File: src/rtl/csec_pkg.sv
package csec_pkg;
  localparam int MAX_STAGES = 8;

  // Two-input decode term of a twisted ring with n stages for digit d.
  function automatic logic ring_term(input logic [MAX_STAGES-1:0] s,
                                     input int n, input int d);
    logic r;
    if (d == 0)      r = !s[0] && !s[n-1];
    else if (d < n)  r = s[d-1] && !s[d];
    else if (d == n) r = s[0] && s[n-1];
    else             r = !s[d-n-1] && s[d-n];
    return r;
  endfunction
endpackage

File: src/rtl/csec_twist_ring.sv
module csec_twist_ring #(
  parameter int N = 5
) (
  input  logic         clk,
  input  logic         rst_n,
  input  logic [N-1:0] stage_en,
  output logic [N-1:0] ring
);
  logic         fb_hold;
  logic [N-1:0] stage_q;

  // The last stage is written first in a cycle; keep its old value inverted for stage 1.
  always_ff @(posedge clk or negedge rst_n) begin
    if (!rst_n)                fb_hold <= 1'b1;
    else if (stage_en[N-1])    fb_hold <= ~stage_q[N-1];
  end

  for (genvar k = 0; k < N; k++) begin : g_stage
    if (k == 0) begin : g_head
      always_ff @(posedge clk or negedge rst_n) begin
        if (!rst_n)            stage_q[k] <= 1'b0;
        else if (stage_en[k])  stage_q[k] <= fb_hold;
      end
    end else begin : g_body
      always_ff @(posedge clk or negedge rst_n) begin
        if (!rst_n)            stage_q[k] <= 1'b0;
        else if (stage_en[k])  stage_q[k] <= stage_q[k-1];
      end
    end
  end

  assign ring = stage_q;
endmodule

File: src/rtl/csec_ring_decode.sv
module csec_ring_decode #(
  parameter int N = 5,
  localparam int D = 2 * N
) (
  input  logic [N-1:0] ring,
  output logic [D-1:0] digit
);
  import csec_pkg::*;

  logic [MAX_STAGES-1:0] ring_ext;
  assign ring_ext = MAX_STAGES'(ring);

  for (genvar d = 0; d < D; d++) begin : g_term
    assign digit[d] = ring_term(ring_ext, N, d);
  end
endmodule

File: src/rtl/cascade_ring_seconds.sv
module cascade_ring_seconds #(
  parameter int UNITS_N = 5,
  parameter int TENS_N  = 3,
  localparam int UNITS_D = 2 * UNITS_N,
  localparam int TENS_D  = 2 * TENS_N
) (
  input  logic               clk,
  input  logic               rst_n,
  input  logic [UNITS_N-1:0] ph_en,
  output logic [UNITS_N-1:0] units_ring,
  output logic [TENS_N-1:0]  tens_ring,
  output logic [UNITS_D-1:0] units_digit,
  output logic [TENS_D-1:0]  tens_digit,
  output logic               min_carry
);
  logic              cycle_start;
  logic              units_wrap_evt;
  logic              tens_wrap_evt;
  logic              wrap_pend;
  logic              min_pend;
  logic              carry_q;
  logic [TENS_N-1:0] tens_en;

  assign cycle_start    = ph_en[UNITS_N-1];
  assign units_wrap_evt = cycle_start && units_digit[UNITS_D-1];
  assign tens_wrap_evt  = units_wrap_evt && tens_digit[TENS_D-1];
  assign tens_en        = ph_en[TENS_N-1:0] & {TENS_N{wrap_pend}};

  csec_twist_ring #(.N(UNITS_N)) u_units_ring (
    .clk(clk), .rst_n(rst_n), .stage_en(ph_en), .ring(units_ring)
  );

  csec_twist_ring #(.N(TENS_N)) u_tens_ring (
    .clk(clk), .rst_n(rst_n), .stage_en(tens_en), .ring(tens_ring)
  );

  csec_ring_decode #(.N(UNITS_N)) u_units_dec (
    .ring(units_ring), .digit(units_digit)
  );

  csec_ring_decode #(.N(TENS_N)) u_tens_dec (
    .ring(tens_ring), .digit(tens_digit)
  );

  // Wrap flags are sampled at the first phase, before any stage has moved.
  always_ff @(posedge clk or negedge rst_n) begin
    if (!rst_n) begin
      wrap_pend <= 1'b0;
      min_pend  <= 1'b0;
    end else if (cycle_start) begin
      wrap_pend <= units_wrap_evt;
      min_pend  <= tens_wrap_evt;
    end
  end

  always_ff @(posedge clk or negedge rst_n) begin
    if (!rst_n)         carry_q <= 1'b0;
    else if (ph_en[0])  carry_q <= min_pend;
  end

  assign min_carry = carry_q;
endmodule

File: config.mk
export PLATFORM = sky130hd
export DESIGN_NAME = cascade_ring_seconds
export DESIGN_NICKNAME = d
export VERILOG_FILES = /design/src/rtl/csec_pkg.sv /design/src/rtl/csec_twist_ring.sv /design/src/rtl/csec_ring_decode.sv /design/src/rtl/cascade_ring_seconds.sv
export SDC_FILE = /design/constraint.sdc
export NUM_CORES = 1
export LEC_CHECK = 0
export BUFFER_PORTS_ARGS = -buffer_cell sky130_fd_sc_hd__buf_2
export CAP_MARGIN = 20
export CORE_UTILIZATION = 42
export DETAILED_ROUTE_END_ITERATION = 16
export MAX_ROUTING_LAYER = met4
export PLACE_DENSITY_LB_ADDON = 0.15
export SLEW_MARGIN = 10
export SYNTH_ARGS = -nofsm -noshare
export SYNTH_HDL_FRONTEND = slang
export SYNTH_HIERARCHICAL = 1
export SYNTH_SLANG_ARGS = --single-unit
File: constraint.sdc
create_clock -name clk -period 1.4 [get_ports clk]
set_clock_uncertainty 0.05 [all_clocks]
set_input_delay 0.07 -clock clk [delete_from_list [all_inputs] [get_ports clk]]
set_output_delay 0.07 -clock clk [all_outputs]
set_load 0.01 [all_outputs]
* Yosys cells after proc, flatten, opt, wreduce, memory -nomap -nowiden *
Cells that the tools add are included.

operators by class
  reductions and logical operators = 26
  bitwise operators = 3

operators by type and width
  operator           count
  logical AND 1 bit  18
  zero test 1 bit    8
  bitwise AND 3 bit  1
  NOT 1 bit          2

word-level totals
  word-level logic and storage cells = 42
  output and inout bits = 25
  register bits after elaboration = 13

* Logic depth before layout (Yosys ltp) *
Gate-level depths: netlist of run 1.

  depth after elaboration = 4
  gate-level depth with buffers = 3
  gate-level depth less buffers = 3

* By module *
Netlist of run 1, hierarchy kept.

by module, submodules not included
  module                          cells each  area each (um^2)  instances  seq. area each (um^2)
  csec_twist_ring (u_units_ring)  13          225.2             1          151.4
  csec_twist_ring (u_tens_ring)   9           152.6             1          101.3
  cascade_ring_seconds            11          137.6             1          75.1
  csec_ring_decode (u_units_dec)  10          65.1              1          0.0
  csec_ring_decode (u_tens_dec)   6           40.0              1          0.0

* Worst setup path after synthesis of run 1 *
No wires, ideal clock.

  path kind = flip-flop to flip-flop
  start point = register u_units_ring.stage_q[4] (netlist: u_units_ring/ring[4])
  end point = register wrap_pend
  arrival time = 0.895 ns
  buffers on the path = 0
  data required time = 1.225 ns
  clock period less this slack = 1.070 ns
  path slack = 0.330 ns
  cell stages (with the launch flop) = 3
  cell sequence = dfrtp_1 nor2b_1 mux2_4

between the ends
  word-level cells in the longest chain between the ends = 2

RTL lines
  what                             line                        text
  start, declared                  csec_twist_ring.sv:10       logic [N-1:0] stage_q;
  start signal, assigned by index  csec_twist_ring.sv:27       else if (stage_en[k]) stage_q[k] <= stage_q[k-1];
  logical AND 1 bit                csec_pkg.sv:11              else r = !s[d-n-1] && s[d-n];
  named net units_digit[9]         cascade_ring_seconds.sv:12  output logic [UNITS_D-1:0] units_digit,
  logical AND 1 bit                cascade_ring_seconds.sv:25  assign units_wrap_evt = cycle_start && units_digit[UNITS_D-1];
  end signal, assigned             cascade_ring_seconds.sv:51  wrap_pend <= units_wrap_evt;
  end, declared                    cascade_ring_seconds.sv:19  logic wrap_pend;

The timed path passes the listed nets, and every way through them passes these cells.
A chain may end at the register's enable or synchronous reset.

* Final worst setup path of run 1 *
  start point = register u_units_ring.stage_q[4] (netlist: u_units_ring/ring[4])
  end point = output port units_digit[9]

between the ends
  word-level cells in the longest chain between the ends = 1

RTL lines
  what               line
  logical AND 1 bit  csec_pkg.sv:11
  end, declared      cascade_ring_seconds.sv:12

No other way between the ends.

==> metrics.cfg, run 1 <==
[outcome]
status = finished, final reports clean

[timing]
final_period_minus_worst_setup_slack_ns = 1.23
fin_crit_sh_pct = 88.1
setup-tns-final_ns = 0
finalHoldViolations = 0
setup-violations-final = 0
setup_ws_ns = 0.167
timing.fmax_ghz = 0.811
setup_repair_after_global_routing_missed_its_margin = false
final_max_slew_viol_count = 0
max_slew.worst_pin.slew_ns = 0.285
slew-limit-headroom_pct = 81.0

[setup_path]
critical_path_buf_inv_count = 1
end_kind = output pin
critPathLaunchType = flip-flop
critical-path-max-stage-delay_ns = 0.44
timing.critical_path.max_delay_family = flip-flops
cp.required_ns = 1.28
crit_type = flip-flop to output pin
crit_slowest_cell = dfrtp_1
timing.critical_path.fanout_max = 7
worstPathCellList = nor2b_1 -> buf_2
critPathArrivalTime_ns = 1.11

[cells_and_area]
fillers = 122
final_area_um2 = 861
num_antenna_cells = 0
area_delta_synth_final_pct = 38.7
final_layout_size_suffix_gt1_share_pct = 56.8
final_net_count = 96

[yosys]
synthDistinctLibCells = 12
synth_area_um2 = 621
yosysTopAreaCellShare_pct = 44.4
synthesis.nets = 56
netlist_top_cells_area = dfrtp_1 (44%), mux2_2 (11%), mux2_4 (9.7%), dfstp_2 (8.5%), nor2b_1 (8.1%)
synthesis.yosys.warnings = 6
yosys_register_bits = 13
synth_seq_area_share_pct = 52.8
syn-instance-count = 49
yosys.area.top_type = dfrtp_1
avg_inst_size_synth_um2 = 12.7

[floorplanning]
die-width_um = 40.4
initial_core_util_pct = 46.5
fp.dieArea_um2 = 1640
die-height_um = 40.4
placementRows = 13
standard_cell_core_area_um2 = 1330
pin_count = 32

[clock_network]
latest_clock_arrival_within_the_worst_skew_pair_ns = 0.28
cts.clk_slew.worst_paths_ns = 0.07
tritoncts_clock_tree = built
tritoncts_num_sinks = 13
cts-root-to-sink-buffers = 2
clock_tree.htree_level_count = 1
root_buffer_cell = clkbuf_4
cts_buf_count = 3

[grt]
grt_pass1_wl_um = 1710
antenna_found_initial = 0
vias_in_the_first_global_route = 409
grt_use_total_pct = 17.8
overflow = 0
maximum_number_of_pins_on_one_net_before_global_route_repair = 14

[detailed_routing]
finalWirelength_um = 1180
wire_per_inst_um = 11.5
detailroute.via_count = 492
detailedRoute.firstIterationViolations = 0
route.detailed.drc = 0
drt_pre_antenna_iters = 1
drt.antenna.violating_nets = 0
via_count_normalized_by_instance_count = 4.78

[power_and_ir_drop]
comb_power_share_pct = 48.8
p_int_mw = 1.20
vdd.ir_drop.worst_mv = 1.13
p_sw_share_pct = 38.1
total_leakage_power_nw = 0.455
power_share_of_the_sequential_group_pct = 39.2
powerDensity_nw_per_um2 = 2260
pwr-share-clk_pct = 12.0
switching_power_total_uw = 741

[place]
placed_area_um2 = 795
dp_slack_ns = 0.376
port_buffers = 31
gpl.final_weighted_congestion = 0.637
detailed_place_hpwl_um = 859

[min_path]
hold_class = input port to flip-flop

[job]
maxCapViolations = 0

-- cell usage after synthesis --
| library cell | instances |
|---|---|
| and2b_2 | 4 |
| mux2_4 | 4 |
| o21ai_0 | 1 |
| mux2i_1 | 2 |
| nor2_1 | 2 |
| and2_1 | 5 |
| nor2b_1 | 8 |
| inv_1 | 3 |
| mux2_2 | 6 |
| dfstp_2 | 2 |
| nand3_1 | 1 |
| dfrtp_1 | 11 |
-- cells in the final DEF, fill, tap and decap left out --
master          n
buf_2          31
dfrtp_1        11
nor2b_1         8
mux2_2          6
and2_1          5
mux2_4          4
dlygate4sd3_1   4
and2b_2         4
inv_1           3
clkbuf_4        3
nor2_1          2
mux2i_1         2
dfstp_2         2
nand3_1         1
o21ai_0         1
clkbuf_1        1
-- registers in the layout, indices dropped and copies added (netlist names) --
register,flops
min_pend,1
wrap_pend,1
u_tens_ring/ring,3
u_tens_ring/fb_hold,1
u_units_ring/fb_hold,1
u_units_ring/ring,5
min_carry,1
-- through the flow --
stage	std cells	hold slack (ns)	total power [mW]	util, %
after floorplan	49	-0.276	1.31	-
after CTS	103	0.00373	1.98	64.5
after global placement	95	-0.0804	1.71	59.6
after detailed placement	95	-0.0826	1.73	59.6
final	103	0.0134	1.94	64.5
after global routing	103	0.0132	2.11	64.5
-- layer usage --
layer	share of wire [%]	vias to the layer above	GRT usage, %	wire length (um)
met2	47	21	27.4	556
met1	46	234	18.6	540
li1	-	237	-	-
met3	7.0	0	10.0	83
met5	0	-	-	0
met4	0	0	7.50	0
-- power groups by stage --
stage	Sequential (mW)	Combinational, mW	Clock (mW)
2_1_floorplan	0.787	0.525	0
3_3_place_gp	0.766	0.944	0
3_5_place_dp	0.779	0.949	0
4_1_cts	0.774	0.960	0.246
5_1_grt	0.807	1.05	0.254
6_report	0.763	0.948	0.233
-- area by class of cell --
cell class / instances / area [um2] / area share [%]
clock buffer: 4 / 26.3 / 3.05
inverter: 3 / 11.3 / 1.31
multi-input combinational: 33 / 282 / 32.7
sequential: 13 / 328 / 38.1
tap: 15 / 18.8 / 2.18
timing repair buffer: 35 / 195 / 22.7
-- cells by family (layout without fill, tap and decap cells) --
family / Yosys count / after routing / share of synthesized area, %
AND/OR/NAND/NOR: 20 / 20 / 20.8
flip-flops: 13 / 13 / 52.8
multiplexers: 12 / 12 / 23.8
buffers and inverters: 3 / 42 / 1.81
AO/OA/AOI/OAI: 1 / 1 / 0.806
-- worst paths after layout --
| path | depth (start not counted) | to | from | slack, ns |
|---|---|---|---|---|
| setup / recovery | 2 | units_digit[9] | u_units_ring/ring[4] | 0.17 |
| hold / removal | 2 | u_units_ring/ring[2] | ph_en[2] | 0.01 |
| setup reg to reg | 2 | wrap_pend | u_units_ring/ring[4] | 0.37 |
| hold reg to reg | 2 | u_tens_ring/fb_hold | u_tens_ring/fb_hold | 0.42 |
| max in group asynchronous | 2 | u_units_ring/fb_hold | rst_n | 0.86 |
| min in group asynchronous | 2 | u_tens_ring/ring[2] | rst_n | 0.16 |
-- what timing repair did --
action,in CTS,in global routing
hold buffers,4,0
hold endpoints to repair,16,0
resized for setup,0,0
buffers inserted,0,0
Power figures use the tool's default switching activity.
==> run 2: changes to the inputs <==
- CORE_ASPECT_RATIO: default -> 1.1
- CTS_BUF_LIST: default -> sky130_fd_sc_hd__clkbuf_4 sky130_fd_sc_hd__clkbuf_8 sky130_fd_sc_hd__clkbuf_16
==> metrics.cfg, run 2 (same netlist as run 1, synthesis figures left out) <==
[power_and_ir_drop]
vdd.ir_drop.worst_mv = 1.15
powerDensity_nw_per_um2 = 2290
total_leakage_power_nw = 0.454

[timing]
worst_hold_slack_ns = 0.0132
fin_crit_sh_pct = 87.7
finalHoldViolations = 0
final_period_minus_worst_setup_slack_ns = 1.23
timing.fmax_ghz = 0.814
setup-tns-final_ns = 0
max_slew.worst_pin.slew_ns = 0.288
setup_repair_after_global_routing_missed_its_margin = false
final_max_slew_viol_count = 0
setup-violations-final = 0
slew-limit-headroom_pct = 80.8

[floorplanning]
initial_core_util_pct = 45.4
pin_count = 32
die-height_um = 42.3
fp.dieArea_um2 = 1640
placementRows = 14
standard_cell_core_area_um2 = 1370
die-width_um = 38.7

[detailed_routing]
drt_pre_antenna_iters = 2
drt.antenna.violating_nets = 0
finalWirelength_um = 1160
detailedRoute.firstIterationViolations = 4
detailroute.via_count = 484
route.detailed.drc = 0
wire_per_inst_um = 11.2
via_count_normalized_by_instance_count = 4.70

[setup_path]
cp.required_ns = 1.28
crit_type = flip-flop to output pin
end_kind = output pin
timing.critical_path.fanout_max = 7
critPathArrivalTime_ns = 1.11
critPathLaunchType = flip-flop

[grt]
maximum_number_of_pins_on_one_net_before_global_route_repair = 14
grt_pass1_wl_um = 1760
met3_usage_pct = 3.19
gr-max-usage-layer = met2
vias_in_the_first_global_route = 432
antenna_found_initial = 0
met1_usage_pct = 18.8
grt_util_met2_pct = 25.0
overflow = 0
grt_use_total_pct = 16.0

[clock_network]
tritoncts_num_sinks = 13
cts.clk_slew.worst_paths_ns = 0.08
cts_buf_count = 3
tritoncts_clock_tree = built
post_cts.repair.setup_buffers = 0
cts-root-to-sink-buffers = 2
clock_tree.htree_level_count = 1
latest_clock_arrival_within_the_worst_skew_pair_ns = 0.27
root_buffer_cell = clkbuf_4

[min_path]
hold_class = input port to flip-flop

[outcome]
status = finished, final reports clean

[cells_and_area]
most_frequent_standard_cell_in_the_layout_excluding_fill_and_tap_cells = buf_2
num_antenna_cells = 0
final_net_count = 95
largest_register_ffs = 5
mostFrequentLayoutCells = buf_2 (31), dfrtp_1 (11), nor2b_1 (8), mux2_2 (6), and2_1 (5)
final_layout_size_suffix_gt1_share_pct = 58.6
layout.core_utilization_pct = 62.6
area_delta_synth_final_pct = 37.9

[place]
gpl.final_weighted_congestion = 0.714
detailed_place_hpwl_um = 838
port_buffers = 31

[job]
maxCapViolations = 0

-- run 2: changes by cell type in the layout (fill, tap and decap cells not counted) --
cell | previous run | this run
clkbuf_1 | 1 | 0
clkbuf_4 | 3 | 4
dlygate4sd3_1 | 4 | 3
-- run 2: timing repair --
item                                   CTS  global route
endpoints found under the hold margin   15             0
hold buffers                             3             0
gates resized for setup                  0             0
setup endpoints to repair                0             0
-- run 2: area by class of cell --
cell class / instances / area, um2
clock buffers: 4 / 30.0
fillers: 116 / 510
inverters: 3 / 11.3
multi-input cells: 33 / 282
flip-flops and latches: 13 / 328
well taps: 16 / 20.0
repair buffers: 34 / 185
-- run 2: worst max-delay path, stage by stage (launching register included) --
cell	delay (ns)
dfrtp_1	0.43
nor2b_1	0.24
buf_2	0.17
-- run 2: final timing paths --
kind | start | end | slack (ns) | cells past startpoint
setup reg to reg | wrap_pend | u_tens_ring/ring[2] | 0.35 | 2
hold reg to reg | u_units_ring/fb_hold | u_units_ring/fb_hold | 0.42 | 2
setup / recovery | u_units_ring/ring[4] | units_digit[9] | 0.17 | 2
min in group asynchronous | rst_n | wrap_pend | 0.16 | 2
max in group asynchronous | rst_n | u_units_ring/fb_hold | 0.86 | 2
hold / removal | ph_en[1] | u_units_ring/ring[1] | 0.01 | 2
-- run 2: stage by stage --
stage          cell area, um2  cells  setup slack, ns  total power, mW
2_1_floorplan             621     49            0.330             1.31
3_3_place_gp              796     96            0.388             1.71
3_5_place_dp              796     96            0.368             1.73
4_1_cts                   856    103            0.161             1.98
5_1_grt                   856    103           0.0989             2.11
6_report                  856    103            0.172             1.96
-- run 2: power by group --
part	leakage, nW	total (mW)	switching, mW	internal (mW)
logic	0.282	0.943	0.416	0.528
clock network	0.0184	0.242	0.112	0.129
registers	0.154	0.771	0.208	0.564
-- run 2: layer usage --
layer	vias up	part of all wire (%)
li1	241	-
met1	221	47
met2	20	48
met3	2	4.6
met4	0	0.35
met5	-	0
==> run 3: changes to the inputs <==
==> constraint.sdc (replaced) <==
create_clock -name clk -period 1.4 [get_ports clk]
set_clock_uncertainty 0.05 [all_clocks]
set_input_delay 0.14 -clock clk [delete_from_list [all_inputs] [get_ports clk]]
set_output_delay 0.14 -clock clk [all_outputs]
set_load 0.01 [all_outputs]
==> metrics.cfg, run 3 (same netlist as run 1, synthesis figures left out) <==
[detailed_routing]
topRoutingLayerUsed = met4
detailedRoute.firstIterationViolations = 3
via_count_normalized_by_instance_count = 4.80
route.detailed.drc = 0
met2WireLength_um = 613
wire_per_inst_um = 11.7
detailroute.via_count = 485
finalWirelength_um = 1180
drt-met1-wl_um = 503
drt_pre_antenna_iters = 2
met3_length_um = 61
drt.antenna.violating_nets = 0

[min_path]
hold_class = input port to flip-flop
hold_path_startpoint = ph_en[4]
worst_hold_path_cell_count = 2
timing.hold.worst_endpoint = u_units_ring/fb_hold

[cells_and_area]
final_area_um2 = 833
most_frequent_standard_cell_in_the_layout_excluding_fill_and_tap_cells = buf_2
area_delta_synth_final_pct = 34.3
num_antenna_cells = 0
mostFrequentLayoutCells = buf_2 (31), dfrtp_1 (11), nor2b_1 (8), mux2_2 (6), and2_1 (5)
final_net_count = 93
final_layout_size_suffix_gt1_share_pct = 60.0
fillers = 119
largest_register_ffs = 5

[grt]
grt_use_total_pct = 17.6
antenna_found_initial = 0
vias_in_the_first_global_route = 465
maximum_number_of_pins_on_one_net_before_global_route_repair = 14
grt_pass1_wl_um = 1930
overflow = 0

[clock_network]
cts.clk_slew.worst_paths_ns = 0.08
clock_tree.htree_level_count = 1
postCtsResizedCells = 0
tritoncts_clock_tree = built
latest_clock_arrival_within_the_worst_skew_pair_ns = 0.27
root_buffer_cell = clkbuf_4
cts-root-to-sink-buffers = 2
cts_buf_count = 3
tritoncts_num_sinks = 13

[power_and_ir_drop]
vdd.ir_drop.worst_mv = 1.22
powerDensity_nw_per_um2 = 2320
fin_total_pwr_mw = 1.93
total_leakage_power_nw = 0.445

[setup_path]
critical-path-max-stage-delay_ns = 0.43
r2r-end = wrap_pend
end_kind = output pin
worstPathCellList = nor2b_1 -> buf_2
cp.required_ns = 1.21
critPathArrivalTime_ns = 1.10
timing.critical_path.fanout_max = 7
critPathLaunchType = flip-flop
rrSetupSlack_ns = 0.36
regToRegStartpoint = u_units_ring/ring[4]
crit_slowest_cell = dfrtp_1
worstRegToRegCells = 2
crit_type = flip-flop to output pin

[timing]
finalHoldViolations = 0
final_max_slew_viol_count = 0
setup-violations-final = 0
setup-tns-final_ns = 0
timing.fmax_ghz = 0.775
final_period_minus_worst_setup_slack_ns = 1.29
fin_crit_sh_pct = 92.2
setup_repair_after_global_routing_missed_its_margin = false
max_slew.worst_pin.slew_ns = 0.285
slew-limit-headroom_pct = 81.0

[floorplanning]
die-height_um = 42.3
die-width_um = 38.7
pin_count = 32
standard_cell_core_area_um2 = 1370
initial_core_util_pct = 45.4
placementRows = 14
fp.dieArea_um2 = 1640

[outcome]
status = finished, final reports clean

[place]
port_buffers = 31
gpl.final_weighted_congestion = 0.679
placed_area_um2 = 796
detailed_place_hpwl_um = 931

[job]
maxCapViolations = 0

-- run 3: changes by cell type in the layout (fill, tap and decap cells not counted), sizes merged --
cell and change:
dlygate4sd3 -2, clkbuf -1, clkinv +1
-- run 3: where the power goes --
group          internal (mW)  switching, mW  leakage [nW]
logic                  0.524          0.418         0.273
clock network          0.106          0.119        0.0177
registers              0.564          0.204         0.154
-- run 3: area by class of cell --
cell class | count | area [um2] | share of cell area, %
sequential | 13 | 328 | 39.3
multi-input combinational | 33 | 282 | 33.8
timing repair buffer | 32 | 165 | 19.8
clock buffer | 3 | 22.5 | 2.70
tap | 16 | 20.0 | 2.40
inverter | 3 | 11.3 | 1.35
clock inverter | 1 | 5.00 | 0.601
-- run 3: worst max-delay path, delay by kind of cell, from the launching register on --
family	cells	cell delay, ns
AND/OR/NAND/NOR	1	0.23
flip-flops	1	0.43
buffers and inverters	1	0.17
-- run 3: how the worst max path moves through the flow --
stage | cells after the start | end | slack (ns) | start
floorplan | 2 | wrap_pend | 0.33 | u_units_ring/ring[4]
global placement | 2 | wrap_pend | 0.39 | u_units_ring/ring[4]
detailed placement | 2 | u_tens_ring/ring[2] | 0.37 | wrap_pend
CTS | 2 | units_digit[9] | 0.09 | u_units_ring/ring[3]
global route | 2 | units_digit[9] | 0.04 | u_units_ring/ring[4]
finish | 2 | units_digit[9] | 0.11 | u_units_ring/ring[4]
-- run 3: layer usage --
layer  GRT usage [%]  vias to the layer above
met5               -                        -
met4            8.28                        0
met3            3.19                        2
met2            28.3                       20
met1            20.7                      231
li1                -                      232
-- run 3: what timing repair did --
item	4_1_cts	5_1_grt
hold buffers	1	0
setup buffers	0	0
endpoints found under the hold margin	13	0
-- run 3: through the flow --
| stage | utilization [%] | setup slack (ns) | hold slack (ns) | cells |
|---|---|---|---|---|
| 3_5_place_dp | 58.2 | 0.374 | -0.00804 | 96 |
| 4_1_cts | 61.0 | 0.0907 | 0.0579 | 101 |
| 2_1_floorplan | - | 0.330 | -0.206 | 49 |
| 3_3_place_gp | 58.2 | 0.386 | -0.00927 | 96 |
| 5_1_grt | 61.0 | 0.0393 | 0.0597 | 101 |
| 6_report | 61.0 | 0.109 | 0.0679 | 101 |
